`src/rtl/gpio_res_pkg.sv`:
```
package gpio_res_pkg;
  localparam int DIR_BIT  = 0;
  localparam int ISO_BIT  = 1;
  localparam int PULL_LO  = 2;
  localparam int DRV_LO   = 8;
  localparam int SNS_LO   = 16;
  localparam int CFG_MINW = 18;

  typedef enum logic [1:0] {
    PULL_NONE = 2'd0,
    PULL_DOWN = 2'd1,
    PULL_RSVD = 2'd2,
    PULL_UP   = 2'd3
  } pull_e;

  // Driver connection per drive mode and output level
  function automatic logic drv_connects(input logic [2:0] mode, input logic lvl);
    if (!mode[2]) return 1'b1;
    if (!mode[1]) return lvl;
    return ~lvl;
  endfunction

  function automatic logic pull_active(input logic [1:0] p);
    return (p == PULL_DOWN) || (p == PULL_UP);
  endfunction

  function automatic logic pull_level(input logic [1:0] p);
    return (p == PULL_UP);
  endfunction

  function automatic logic sense_match(input logic [1:0] s, input logic v);
    return ((s == 2'd2) && v) || ((s == 2'd3) && !v);
  endfunction
endpackage

```
`src/rtl/gpio_pin_resolve.sv`:
```
module gpio_pin_resolve
  import gpio_res_pkg::*;
#(
  parameter int CFG_W = 32
) (
  input  logic [CFG_W-1:0] cfg,
  input  logic             latch,
  input  logic             ext_v,
  input  logic             ext_d,
  input  logic             in_cur,
  output logic             eff_oe,
  output logic             eff_lvl,
  output logic             in_next,
  output logic             short_hit,
  output logic             sense_hit
);
  logic       dir_out;
  logic       iso;
  logic [1:0] pull;
  logic [2:0] mode;
  logic [1:0] sns;
  logic       drv_oe;

  assign dir_out = cfg[DIR_BIT];
  assign iso     = cfg[ISO_BIT];
  assign pull    = cfg[PULL_LO +: 2];
  assign mode    = cfg[DRV_LO +: 3];
  assign sns     = cfg[SNS_LO +: 2];
  assign drv_oe  = dir_out & drv_connects(mode, latch);

  always_comb begin
    eff_oe  = drv_oe;
    eff_lvl = latch;
    in_next = in_cur;
    if (iso) begin
      if (pull_active(pull))  in_next = pull_level(pull);
      else if (ext_d)         in_next = ext_v;
    end else if (ext_d) begin
      in_next = ext_v;
    end else if (drv_oe) begin
      in_next = latch;
    end else if (pull_active(pull)) begin
      eff_oe  = 1'b1;
      eff_lvl = pull_level(pull);
      in_next = pull_level(pull);
    end
  end

  assign short_hit = ~iso & drv_oe & ext_d & (ext_v ^ latch);
  assign sense_hit = ~iso & ext_d & sense_match(sns, ext_v);
endmodule

```
`src/rtl/gpio_pin_regs.sv`:
```
module gpio_pin_regs (
  input  logic clk,
  input  logic rst_n,
  input  logic eff_oe,
  input  logic eff_lvl,
  input  logic in_next,
  input  logic short_hit,
  output logic oe_q,
  output logic lvl_q,
  output logic in_q,
  output logic short_q,
  output logic stb_q
);
  logic pair_moved;
  assign pair_moved = (eff_oe != oe_q) || (eff_lvl != lvl_q);

  always_ff @(posedge clk) begin
    if (!rst_n) begin
      oe_q    <= 1'b0;
      lvl_q   <= 1'b0;
      in_q    <= 1'b0;
      short_q <= 1'b0;
      stb_q   <= 1'b0;
    end else begin
      oe_q    <= eff_oe;
      lvl_q   <= eff_lvl;
      in_q    <= in_next;
      short_q <= short_hit;
      stb_q   <= pair_moved;
    end
  end
endmodule

```
`src/rtl/gpio_pad_resolver.sv`:
```
module gpio_pad_resolver
  import gpio_res_pkg::*;
#(
  parameter int NPINS = 32,
  parameter int CFG_W = 32
) (
  input  logic                   clk,
  input  logic                   rst_n,
  input  logic [NPINS*CFG_W-1:0] cfg_flat,
  input  logic [NPINS-1:0]       out_latch,
  input  logic [NPINS-1:0]       ext_val,
  input  logic [NPINS-1:0]       ext_drv,
  output logic [NPINS-1:0]       pad_oe,
  output logic [NPINS-1:0]       pad_lvl,
  output logic [NPINS-1:0]       in_reg,
  output logic [NPINS-1:0]       short_flag,
  output logic [NPINS-1:0]       chg_stb,
  output logic                   detect
);
  logic [NPINS-1:0] eff_oe_w, eff_lvl_w, in_next_w, short_w, sense_w;
  logic             detect_any;

  for (genvar i = 0; i < NPINS; i++) begin : g_pin
    gpio_pin_resolve #(.CFG_W(CFG_W)) u_res (
      .cfg       (cfg_flat[i*CFG_W +: CFG_W]),
      .latch     (out_latch[i]),
      .ext_v     (ext_val[i]),
      .ext_d     (ext_drv[i]),
      .in_cur    (in_reg[i]),
      .eff_oe    (eff_oe_w[i]),
      .eff_lvl   (eff_lvl_w[i]),
      .in_next   (in_next_w[i]),
      .short_hit (short_w[i]),
      .sense_hit (sense_w[i])
    );
    gpio_pin_regs u_regs (
      .clk       (clk),
      .rst_n     (rst_n),
      .eff_oe    (eff_oe_w[i]),
      .eff_lvl   (eff_lvl_w[i]),
      .in_next   (in_next_w[i]),
      .short_hit (short_w[i]),
      .oe_q      (pad_oe[i]),
      .lvl_q     (pad_lvl[i]),
      .in_q      (in_reg[i]),
      .short_q   (short_flag[i]),
      .stb_q     (chg_stb[i])
    );
  end

  assign detect_any = |sense_w;

  always_ff @(posedge clk) begin
    if (!rst_n) detect <= 1'b0;
    else        detect <= detect_any;
  end
endmodule

```
`config.mk`:
```
export PLATFORM = sky130hd
export DESIGN_NAME = gpio_pad_resolver
export DESIGN_NICKNAME = d
export VERILOG_FILES = /design/src/rtl/gpio_res_pkg.sv /design/src/rtl/gpio_pin_resolve.sv /design/src/rtl/gpio_pin_regs.sv /design/src/rtl/gpio_pad_resolver.sv
export SDC_FILE = /design/constraint.sdc
export NUM_CORES = 1
export LEC_CHECK = 0
export ABC_AREA = 1
export CAP_MARGIN = 5
export CORE_AREA = 10 10 498 500
export CTS_CLUSTER_DIAMETER = 80
export DETAILED_ROUTE_END_ITERATION = 7
export DIE_AREA = 0 0 508 510
export GPL_ROUTABILITY_DRIVEN = 0
export PLACE_DENSITY_LB_ADDON = 0.12
export SLEW_MARGIN = 20
export SYNTH_ARGS = -nofsm -noshare
export SYNTH_HDL_FRONTEND = slang
export SYNTH_HIERARCHICAL = 1
export SYNTH_SLANG_ARGS = --single-unit
```
`constraint.sdc`:
```
create_clock -name clk -period 1.2 [get_ports clk]
set_clock_uncertainty 0.2 [all_clocks]
set_input_delay 0.18 -clock clk [delete_from_list [all_inputs] [get_ports clk]]
set_output_delay 0.18 -clock clk [all_outputs]
set_load 0.01 [all_outputs]
```
==> impl_metrics.tcl <==
set metrics [dict create \
    cts_root_buffer "clkbuf_16" \
    grt_overflow 0 \
    slew_headroom 0.6626 \
    wirelength_um 94300 \
    die_w_um 508 \
    violations "negative hold slack, negative setup slack" \
    cts.sinks 161 \
    final_nets 4039 \
    core_area_um2 237400 \
    worst_slack_ns -0.3239 \
    syn2layout_area_growth_pct 139.3 \
    critPathLaunchType "input pin" \
    most-common-layout-cells "nand2_1 (638), inv_1 (467), buf_4 (421), clkdlybuf4s50_1 (227), buf_6 (161)" \
    syn_inst 1890 \
    worstSkewPairLatency_ns 0.54 \
    clk_pin_slew_ns 0.09 \
    ff_latch_area_um2 3485 \
    avgSynthCellArea_um2 5.944 \
    io_buffers 514 \
    placedCellCount 5972 \
    instances_no_fill 6118 \
    maxClockFrequency_ghz 0.6562 \
    switching_share 0.3569 \
    via_count 14700 \
    ys_seq_area_frac 0.2869 \
    synth_area_um2 11230 \
    grtUsageTotal 0.07061 \
    num_rows 179 \
    htreeDepth 4 \
    antenna_found_initial 77 \
    hpwl_um 84600 \
    multi_input_area_um2 7126 \
    yosysWarnings 6 \
    ir_drop_mv 0.9765 \
    drive_above_1_share 0.4023 \
    drc 0 \
    finalMaxSlewViolations 0 \
    finalSetupViolCount 168 \
    dp_worst_setup_slack_ns -1.680 \
    fillerInstances 27750 \
    power.internal_mw 12.51 \
    combinationalPowerShare 0.386 \
    powerDensity_nw_per_um2 723.7 \
    fin_crit_sh 1.270 \
    drtIter0Drc 445 \
    grt_pass1_wl_um 124000 \
    tritoncts "done" \
    whs_ns -0.04681 \
    crit_arrival_ns 1.80 \
    mostFrequentLayoutCell "nand2_1" \
    yosys.cell_types.count 13 \
    clock_path_buffers 2 \
    tightest_slew_ns 0.5061 \
    dr.pass1.iters 4 \
    chipHeight_um 510 \
    required_ns 1.48 \
    via_per_inst 2.403 \
    hold_path_class "input pin to flop" \
    drv_cap 0 \
    p_leak_nw 13.40 \
    fin_crit_ns 1.524 \
    start_util 0.04732 \
    die-area_um2 259100 \
    finalHoldViolCount 14 \
    synth-seq-cells 161 \
    crit_path_max_fanout 2 \
    end_kind "flop" \
    antenna_left 0 \
    grt_pass1_vias 14570 \
    numCtsBuffers 17 \
    p_sw_mw 6.943 \
    wl_per_cell_um 15.41 \
    rsz0062_at_grt "yes" \
    grt_max_degree 23 \
    p_seq_frac 0.311 \
    syn_nets 3012 \
    ios 1283 \
    clkPwrFrac 0.303 \
    outcome "finished, violations left" \
    crit_type "input pin to flop" \
]
[metal layers]
layer,share of wire,global-route usage
met5,0.0033,0
met4,0.019,0.01493
met3,0.10,0.03769
met2,0.48,0.1215
met1,0.39,0.07668
[layout make-up]
type / count / area share
inverters: 481 / 0.06716
clock buffers: 20 / 0.01699
diodes: 23 / 0.002141
repair buffers: 1008 / 0.3687
clock inverters: 10 / 0.002932
well taps: 3167 / 0.1474
flip-flops and latches: 161 / 0.1296
multi-input cells: 1248 / 0.2650
[power by group through the flow]
stage	clock network, mW	logic [mW]	registers (mW)
2_1_floorplan	0	2.02	6.16
3_3_place_gp	0	7.16	6.06
3_5_place_dp	0	7.10	6.06
4_1_cts	6.60	7.35	6.08
5_1_grt	6.63	8.37	6.11
6_report	5.89	7.52	6.05
[critical path, cell delays in order]
cell,delay [ns]
clkdlybuf4s50_1,0.53
xnor2_1,0.13
nor3b_4,0.41
nor2_1,0.08
buf_4,0.15
nand2_2,0.07
nor2_4,0.06
nand2_2,0.07
nor2_2,0.03
nor2_1,0.07
[flip-flops by register name, summed over array words and instances, names as in the netlist]
name / flops
detect: 1
g_pin.u_regs/in_q: 32
g_pin.u_regs/lvl_q: 32
g_pin.u_regs/oe_q: 32
g_pin.u_regs/short_q: 32
g_pin.u_regs/stb_q: 32
[through the flow]
step	power [mW]	TNS [ns]	util	instance area, µm²
global route	21.11	-46.13	0.1131	26850
detailed placement	13.16	-102.44	0.1006	23870
CTS	20.03	-46.61	0.1066	25310
global placement	13.23	-103.52	0.1006	23870
floorplan	8.173	0	-	11230
finish	19.46	-29.91	0.1132	26880
[synth_stat cells]
master,instances,area [µm²]
nor3_1,32,160.2
nor3b_1,32,240.2
nand2_1,746,2800
o211ai_1,32,240.2
nor2_1,54,202.7
xnor2_1,64,560.5
nand4_1,32,200.2
dfxtp_1,161,3223
nand3_2,64,640.6
nand3_1,96,480.5
nand2_2,64,400.4
a21oi_2,32,280.3
inv_1,481,1805
[final timing paths]
check / from / endpoint / slack, ns / depth (start not counted)
max: ext_val[2] / detect / -0.32 / 10
min: ext_drv[12] / g_pin[12].u_regs/short_q / -0.05 / 6
max reg2reg: g_pin[9].u_regs/in_q / g_pin[9].u_regs/in_q / -0.06 / 10
min reg2reg: g_pin[16].u_regs/lvl_q / g_pin[16].u_regs/stb_q / 0.35 / 3
[kinds of logic after synthesis]
| logic type | Yosys count | share of synthesized area |
|---|---|---|
| simple gates | 1120 | 0.4562 |
| flops | 161 | 0.2869 |
| buf+inv | 481 | 0.1607 |
| xor+xnor | 64 | 0.04989 |
| compound gates | 64 | 0.04633 |
[what timing repair did]
action	4_1_cts	5_1_grt
gates resized for setup	911	320
hold buffers	2	22
setup buffers	39	40
pin swaps	21	143
endpoints found under the setup margin	206	235
hold endpoints to repair	100	28
Note: power is estimated with default switching activity, not from simulation.
